`config.mk`:
```
export PLATFORM = sky130hd
export DESIGN_NAME = bus_lane_aligner
export DESIGN_NICKNAME = d
export VERILOG_FILES = /design/src/rtl/aligner_pkg.sv /design/src/rtl/align_check.sv /design/src/rtl/store_lane_shifter.sv /design/src/rtl/load_field_extractor.sv /design/src/rtl/bus_lane_aligner.sv
export SDC_FILE = /design/constraint.sdc
export NUM_CORES = 1
export LEC_CHECK = 0
export ABC_AREA = 1
export BUFFER_PORTS_ARGS = -buffer_cell sky130_fd_sc_hd__buf_2
export CORE_ASPECT_RATIO = 0.5
export CORE_MARGIN = 2
export CORE_UTILIZATION = 25
export DETAILED_ROUTE_END_ITERATION = 12
export GPL_TIMING_DRIVEN = 0
export PLACE_DENSITY = 0.49
export SYNTH_ARGS = -nofsm -noshare
export SYNTH_HDL_FRONTEND = slang
export SYNTH_SLANG_ARGS = --single-unit
```
`constraint.sdc`:
```
create_clock -name clk -period 1.75 [get_ports clk]
set_input_delay 0.35 -clock clk [delete_from_list [all_inputs] [get_ports clk]]
set_output_delay 0.35 -clock clk [all_outputs]
set_load 0.02 [all_outputs]
```
`src/rtl/aligner_pkg.sv`:
```
package aligner_pkg;
    localparam int WORD_W  = 32;
    localparam int REG_W   = 64;
    localparam int LANE_W  = 8;
    localparam int LANES   = WORD_W / LANE_W;
    localparam int OFF_W   = $clog2(LANES);

    typedef enum logic [1:0] {
        SZ_BYTE  = 2'd0,
        SZ_HALF  = 2'd1,
        SZ_WORD  = 2'd2,
        SZ_DWORD = 2'd3
    } size_e;

    typedef enum logic {
        ST_IDLE = 1'b0,
        ST_BUSY = 1'b1
    } state_e;
endpackage

```
`src/rtl/align_check.sv`:
```
module align_check
    import aligner_pkg::*;
(
    input  size_e      size,
    input  logic [2:0] addr_lo,
    output logic       misaligned
);
    always_comb begin
        unique case (size)
            SZ_BYTE:  misaligned = 1'b0;
            SZ_HALF:  misaligned = addr_lo[0];
            SZ_WORD:  misaligned = |addr_lo[1:0];
            default:  misaligned = |addr_lo;
        endcase
    end
endmodule

```
`src/rtl/store_lane_shifter.sv`:
```
module store_lane_shifter
    import aligner_pkg::*;
(
    input  size_e               size,
    input  logic [OFF_W-1:0]    offset,
    input  logic [REG_W-1:0]    reg_val,
    output logic [WORD_W-1:0]   bus_word
);
    logic [OFF_W-1:0] byte_shift;
    logic [OFF_W-1:0] half_shift;

    always_comb begin
        byte_shift = OFF_W'(LANES - 1) - offset;
        half_shift = OFF_W'(LANES - 2) - offset;
        unique case (size)
            SZ_BYTE:  bus_word = reg_val[WORD_W-1:0] << {byte_shift, 3'b000};
            SZ_HALF:  bus_word = reg_val[WORD_W-1:0] << {half_shift, 3'b000};
            SZ_WORD:  bus_word = reg_val[WORD_W-1:0];
            default:  bus_word = reg_val[REG_W-1:WORD_W];
        endcase
    end
endmodule

```
`src/rtl/load_field_extractor.sv`:
```
module load_field_extractor
    import aligner_pkg::*;
(
    input  size_e               size,
    input  logic [OFF_W-1:0]    offset,
    input  logic                sign_ext,
    input  logic [WORD_W-1:0]   hi_word,
    input  logic [WORD_W-1:0]   lo_word,
    output logic [REG_W-1:0]    result
);
    logic [WORD_W-1:0] shifted;
    logic [7:0]        field8;
    logic [15:0]       field16;

    always_comb begin
        shifted = '0;
        field8  = '0;
        field16 = '0;
        unique case (size)
            SZ_BYTE: begin
                shifted = lo_word >> {OFF_W'(LANES - 1) - offset, 3'b000};
                field8  = shifted[7:0];
                result  = {{(REG_W-8){sign_ext & field8[7]}}, field8};
            end
            SZ_HALF: begin
                shifted = lo_word >> {OFF_W'(LANES - 2) - offset, 3'b000};
                field16 = shifted[15:0];
                result  = {{(REG_W-16){sign_ext & field16[15]}}, field16};
            end
            SZ_WORD:  result = {{(REG_W-WORD_W){sign_ext & lo_word[WORD_W-1]}}, lo_word};
            default:  result = {hi_word, lo_word};
        endcase
    end
endmodule

```
`src/rtl/bus_lane_aligner.sv`:
```
module bus_lane_aligner
    import aligner_pkg::*;
#(
    parameter int ADDR_W = 32
) (
    input  logic                clk,
    input  logic                rst_n,
    input  logic                req_valid,
    output logic                req_ready,
    input  logic                req_write,
    input  logic [1:0]          req_size,
    input  logic                req_signed,
    input  logic [ADDR_W-1:0]   req_addr,
    input  logic [REG_W-1:0]    req_wdata,
    output logic                bus_valid,
    input  logic                bus_ready,
    output logic                bus_write,
    output logic [1:0]          bus_size,
    output logic [ADDR_W-1:0]   bus_addr,
    output logic [WORD_W-1:0]   bus_wdata,
    input  logic [WORD_W-1:0]   bus_rdata,
    output logic                done,
    output logic [REG_W-1:0]    done_rdata,
    output logic                addr_exc
);
    localparam logic [ADDR_W-1:0] BEAT_STEP = ADDR_W'(WORD_W / LANE_W);

    typedef struct packed {
        state_e              st;
        logic                second;
        logic [ADDR_W-1:0]   addr;
        logic                write;
        size_e               size;
        logic                sgn;
        logic [WORD_W-1:0]   wdata;
        logic [WORD_W-1:0]   tail_wdata;
        logic [WORD_W-1:0]   first_rd;
        logic                done;
        logic [REG_W-1:0]    rdata;
        logic                exc;
    } state_t;

    state_t q, d;

    size_e              in_size;
    logic               in_misaligned;
    logic [WORD_W-1:0]  first_word;
    logic [REG_W-1:0]   load_result;

    assign in_size = size_e'(req_size);

    align_check u_align (
        .size       (in_size),
        .addr_lo    (req_addr[2:0]),
        .misaligned (in_misaligned)
    );

    store_lane_shifter u_shift (
        .size     (in_size),
        .offset   (req_addr[OFF_W-1:0]),
        .reg_val  (req_wdata),
        .bus_word (first_word)
    );

    load_field_extractor u_extract (
        .size     (q.size),
        .offset   (q.addr[OFF_W-1:0]),
        .sign_ext (q.sgn),
        .hi_word  (q.first_rd),
        .lo_word  (bus_rdata),
        .result   (load_result)
    );

    always_comb begin
        d      = q;
        d.done = 1'b0;
        d.exc  = 1'b0;
        unique case (q.st)
            ST_IDLE: begin
                if (req_valid) begin
                    if (in_misaligned) begin
                        d.exc = 1'b1;
                    end else begin
                        d.st         = ST_BUSY;
                        d.second     = 1'b0;
                        d.addr       = req_addr;
                        d.write      = req_write;
                        d.size       = in_size;
                        d.sgn        = req_signed;
                        d.wdata      = first_word;
                        d.tail_wdata = req_wdata[WORD_W-1:0];
                    end
                end
            end
            default: begin
                if (bus_ready) begin
                    if (q.size == SZ_DWORD && !q.second) begin
                        d.second   = 1'b1;
                        d.addr     = q.addr + BEAT_STEP;
                        d.wdata    = q.tail_wdata;
                        d.first_rd = bus_rdata;
                    end else begin
                        d.st    = ST_IDLE;
                        d.done  = 1'b1;
                        d.rdata = q.write ? '0 : load_result;
                    end
                end
            end
        endcase
    end

    always_ff @(posedge clk) begin
        if (!rst_n) begin
            q <= '0;
        end else begin
            q <= d;
        end
    end

    assign req_ready  = (q.st == ST_IDLE);
    assign bus_valid  = (q.st == ST_BUSY);
    assign bus_write  = q.write;
    assign bus_size   = q.size;
    assign bus_addr   = q.addr;
    assign bus_wdata  = q.wdata;
    assign done       = q.done;
    assign done_rdata = q.rdata;
    assign addr_exc   = q.exc;
endmodule

```
==> key figures <==
Floorplanning
  – Initial core utilization: 25.6%
  – Die H: 157 um
  – Core Rows: 55
  – Die area: 48,600 sq um
  – CORE AREA: 45,600 sq um
  – Chip width: 310 um
  – Num ports: 271

Worst setup path
  – Slack of the worst reg-to-reg path: -0.02 ns
  – FF-to-FF End: q[72]
  – Max stage delay on crit path: 0.46 ns
  – Startpoint Class: flop
  – Buffer and inverter count on the worst path: 3
  – Most common cell on crit path: buf_8
  – Setup Crit Path Kind: reg -> reg
  – Critical Path End Type: flop
  – WP data arrival: 2.12 ns
  – R2r startpoint: bus_size[0]
  – CP required: 2.10 ns
  – Worst-path cell chain: nand2_8 > or2_4 > nor2_4 > buf_8 > buf_8 > buf_4 > a21oi_1
  – Delay-heaviest family, CP: buffers and inverters
  – Slowest-stage cell, CP: dfxtp_2
  – Critical path fanouts, max: 10
  – R2R depth: 7

Synthesis
  – Compound-Gate Fraction of Synth Area: 17.2%
  – Yosys warnings: 0
  – Main combinational cell family by area after synthesis: simple AND/OR/NAND/NOR gates
  – Syn Nets: 1,932
  – Proportion of synthesized area in mux cells: 0%
  – Synth Register Bits: 200
  – Seq/Total Area, Yosys: 34.3%
  – Unique cell type count in the Yosys netlist: 41
  – Commonest register cell after synthesis: dfxtp_1
  – Post-Synth Simple-Gate Area: 31.4%
  – Share of flip-flops with an asynchronous set or reset: 0%
  – Average size of a mapped cell: 6.51 sq um
  – Post-synth EDFFs: 0
  – Cell Area, Synth: 11,700 sq um
  – Adder-cell area share of the yosys netlist: 0.214%
  – Post-Syn Instances: 1,794
  – Post-Synth XOR/XNOR Area: 0%

Global routing
  – Vias in the first global route: 11,700
  – Global-route wire length before repair: 72.1 mm
  – Total gr overflow: 0
  – Initial antenna violation count: 2
  – Largest net degree at the start of global routing: 22
  – GRT Util Overall: 19.9%

Job
  – Max-cap violation count: 0

Drt
  – Routed Antenna Nets: 0
  – # DRC: 0
  – Routed vias/inst: 4.62
  – Routed WL per cell: 17.8 um
  – DRT iter0 DRCs: 1,022
  – DR pass1 iterations: 5
  – Total number of vias: 12,600
  – Routed WL: 48.7 mm

CTS
  – Clock latency at the later pin of the worst-skew pair: 0.47 ns
  – CTS sink cnt: 200
  – Clk slew on worst S/H paths: 0.08 ns
  – Cts bufs inserted: 17
  – CTS Hold Buffers Added: 0
  – H-tree Lvls: 4
  – CTS tree: built
  – Clk buf depth: 2
  – CTS root buf: clkbuf_16

STA
  – Fin crit share: 101%
  – RSZ-0062 raised after global routing: yes
  – Total negative slack: -0.135 ns
  – Worst Tran Pin Value: 0.813 ns
  – Final Max Slew Viols: 0
  – Fmax: 0.566 GHz
  – Clock Skews: 0.0144 ns
  – Final setup vio count: 10
  – Worst slew margin: 45.8%
  – Final hold viol count: 0
  – Tmin final: 1.77 ns
  – Worst setup margin: -0.0172 ns

Power and ir drop
  – Total chip power: 0.0114 W
  – Pwr Density: 765 nW/um^2
  – Max VDD drop: 0.644 mV
  – Pleak: 7.23 nW

Layout
  – Commonest non-fill, non-tap cell in the layout: nand2_1
  – Layout cell share with drive strength beyond 1: 29.3%
  – Fin area: 14,800 sq um
  – Fin cells: 2,733
  – Synth-to-Final Area Change: 27.1%
  – Fin nets: 2,229
  – Area of the multi-input gates: 5870 sq um
  – Most frequent cells in the layout: 516 x nand2_1, 284 x buf_2, 183 x dfxtp_1
  – Sequential cell area: 4040 sq um
  – # fillers: 5,179

Hold path
  – Hold endpoint: bus_addr[3]
  – Hold Startpoint: req_addr[3]
  – Worst hold path type: in -> reg
  – Hold path depth: 3

Place
  – Post-placement cell area: 13,800 sq um
  – Post-Place Cells: 2,690
  – IO buf count: 269
  – Post-DP HPWL: 38.6 mm
  – Gpl congestion: 0.921

Status
  – Status: finished, violations left
  – Failing checks: negative setup slack
==> power breakdown <==
| part | switching [W] | leakage (nW) | internal, W |
|---|---|---|---|
| registers | 0.000158 | 1.63 | 0.00473 |
| logic | 0.00150 | 5.32 | 0.000849 |
| clock network | 0.00218 | 0.285 | 0.00193 |
| total | 0.00384 | 7.23 | 0.00751 |
==> layer usage <==
metal | share of wire, % | up-vias | track usage [%]
li1 | - | 6272 | -
met1 | 44 | 5957 | 25.8
met2 | 49 | 341 | 34.2
met3 | 4.9 | 67 | 2.45
met4 | 2.6 | 0 | 6.66
met5 | 0 | - | 0
==> tightest hold or removal path, stage by stage <==
cell and delay [ns]:
buf_2 0.10, nand2_1 0.05, a31oi_1 0.07
==> registers in the layout, summed over array words and instances, names as in the netlist <==
name / cells
bus_wdata: 32
bus_valid: 1
bus_write: 1
bus_size: 2
done: 1
q: 66
done_rdata: 64
addr_exc: 1
bus_addr: 32
==> worst max-delay path by stage <==
stage                      from      endpoint  slack (ns)  cells after the start
CTS                 bus_size[1]  bus_addr[22]       -0.01                      9
global placement    req_addr[0]  bus_wdata[7]       -0.40                     11
global route        bus_size[0]  bus_addr[13]       -0.09                      8
floorplan           req_addr[0]  bus_wdata[7]        0.11                     10
finish              bus_size[0]         q[72]       -0.02                      7
detailed placement  req_addr[0]  bus_wdata[7]       -0.40                     11
==> logic make-up after synthesis <==
| family | count (synthesis) |
|---|---|
| AND/OR/NAND/NOR | 889 |
| buffers and inverters | 356 |
| AO/OA/AOI/OAI | 347 |
| flip-flops | 200 |
| adder cells (fa/ha/maj) | 2 |
==> stage by stage <==
step | utilization (%) | hold slack (ns) | setup slack (ns)
global placement | 30.3 | 0.438 | -0.402
global route | 32.5 | 0.138 | -0.0893
CTS | 32.0 | 0.132 | -0.00954
finish | 32.5 | 0.143 | -0.0172
detailed placement | 30.3 | 0.441 | -0.399
floorplan | - | 0.425 | 0.110
==> synthesized netlist by cell type (2+ instances only) <==
cell type  count  share of area, %
nand2_1      521                17
dfxtp_1      200                34
nor2_1       181               5.8
buf_4        147               9.4
nand3_1      136               5.8
o21ai_0      129               5.5
a21oi_1      118               5.1
inv_1        117               3.8
clkbuf_1      43               1.4
buf_2         32               1.4
o21ai_2       31               2.3
o211ai_1      19               1.2
a31oi_1       15              0.80
a22oi_1       14              0.90
nand4_1       11              0.59
nand2_2       10              0.54
nor3_1         9              0.39
inv_2          8              0.26
a22o_1         7              0.52
buf_6          6              0.58
nor2_2         6              0.32
o21ai_1        5              0.21
or2_2          4              0.21
nand3_2        3              0.26
nand3b_1       3              0.19
a21boi_0       2              0.13
buf_1          2             0.064
ha_1           2              0.21
==> timing repair <==
action | CTS | global route
setup buffers | 4 | 5
pin swaps | 6 | 6
endpoints found under the setup margin | 160 | 153
endpoints found under the hold margin | 0 | 0
resized for setup | 54 | 82
==> final cells by class <==
cell class / instances / share of cell area (%)
Tap cell: 627 / 5.29
Timing Repair Buffer: 278 / 9.53
Clock inverter: 15 / 1.15
Clock buffer: 17 / 2.87
Sequential cell: 200 / 27.2
Multi-Input combinational cell: 1238 / 39.6
Inverter: 126 / 3.22
Buffer: 230 / 11.1
Antenna cell: 2 / 0.0337
No activity file was read; power rests on OpenSTA's default activity.
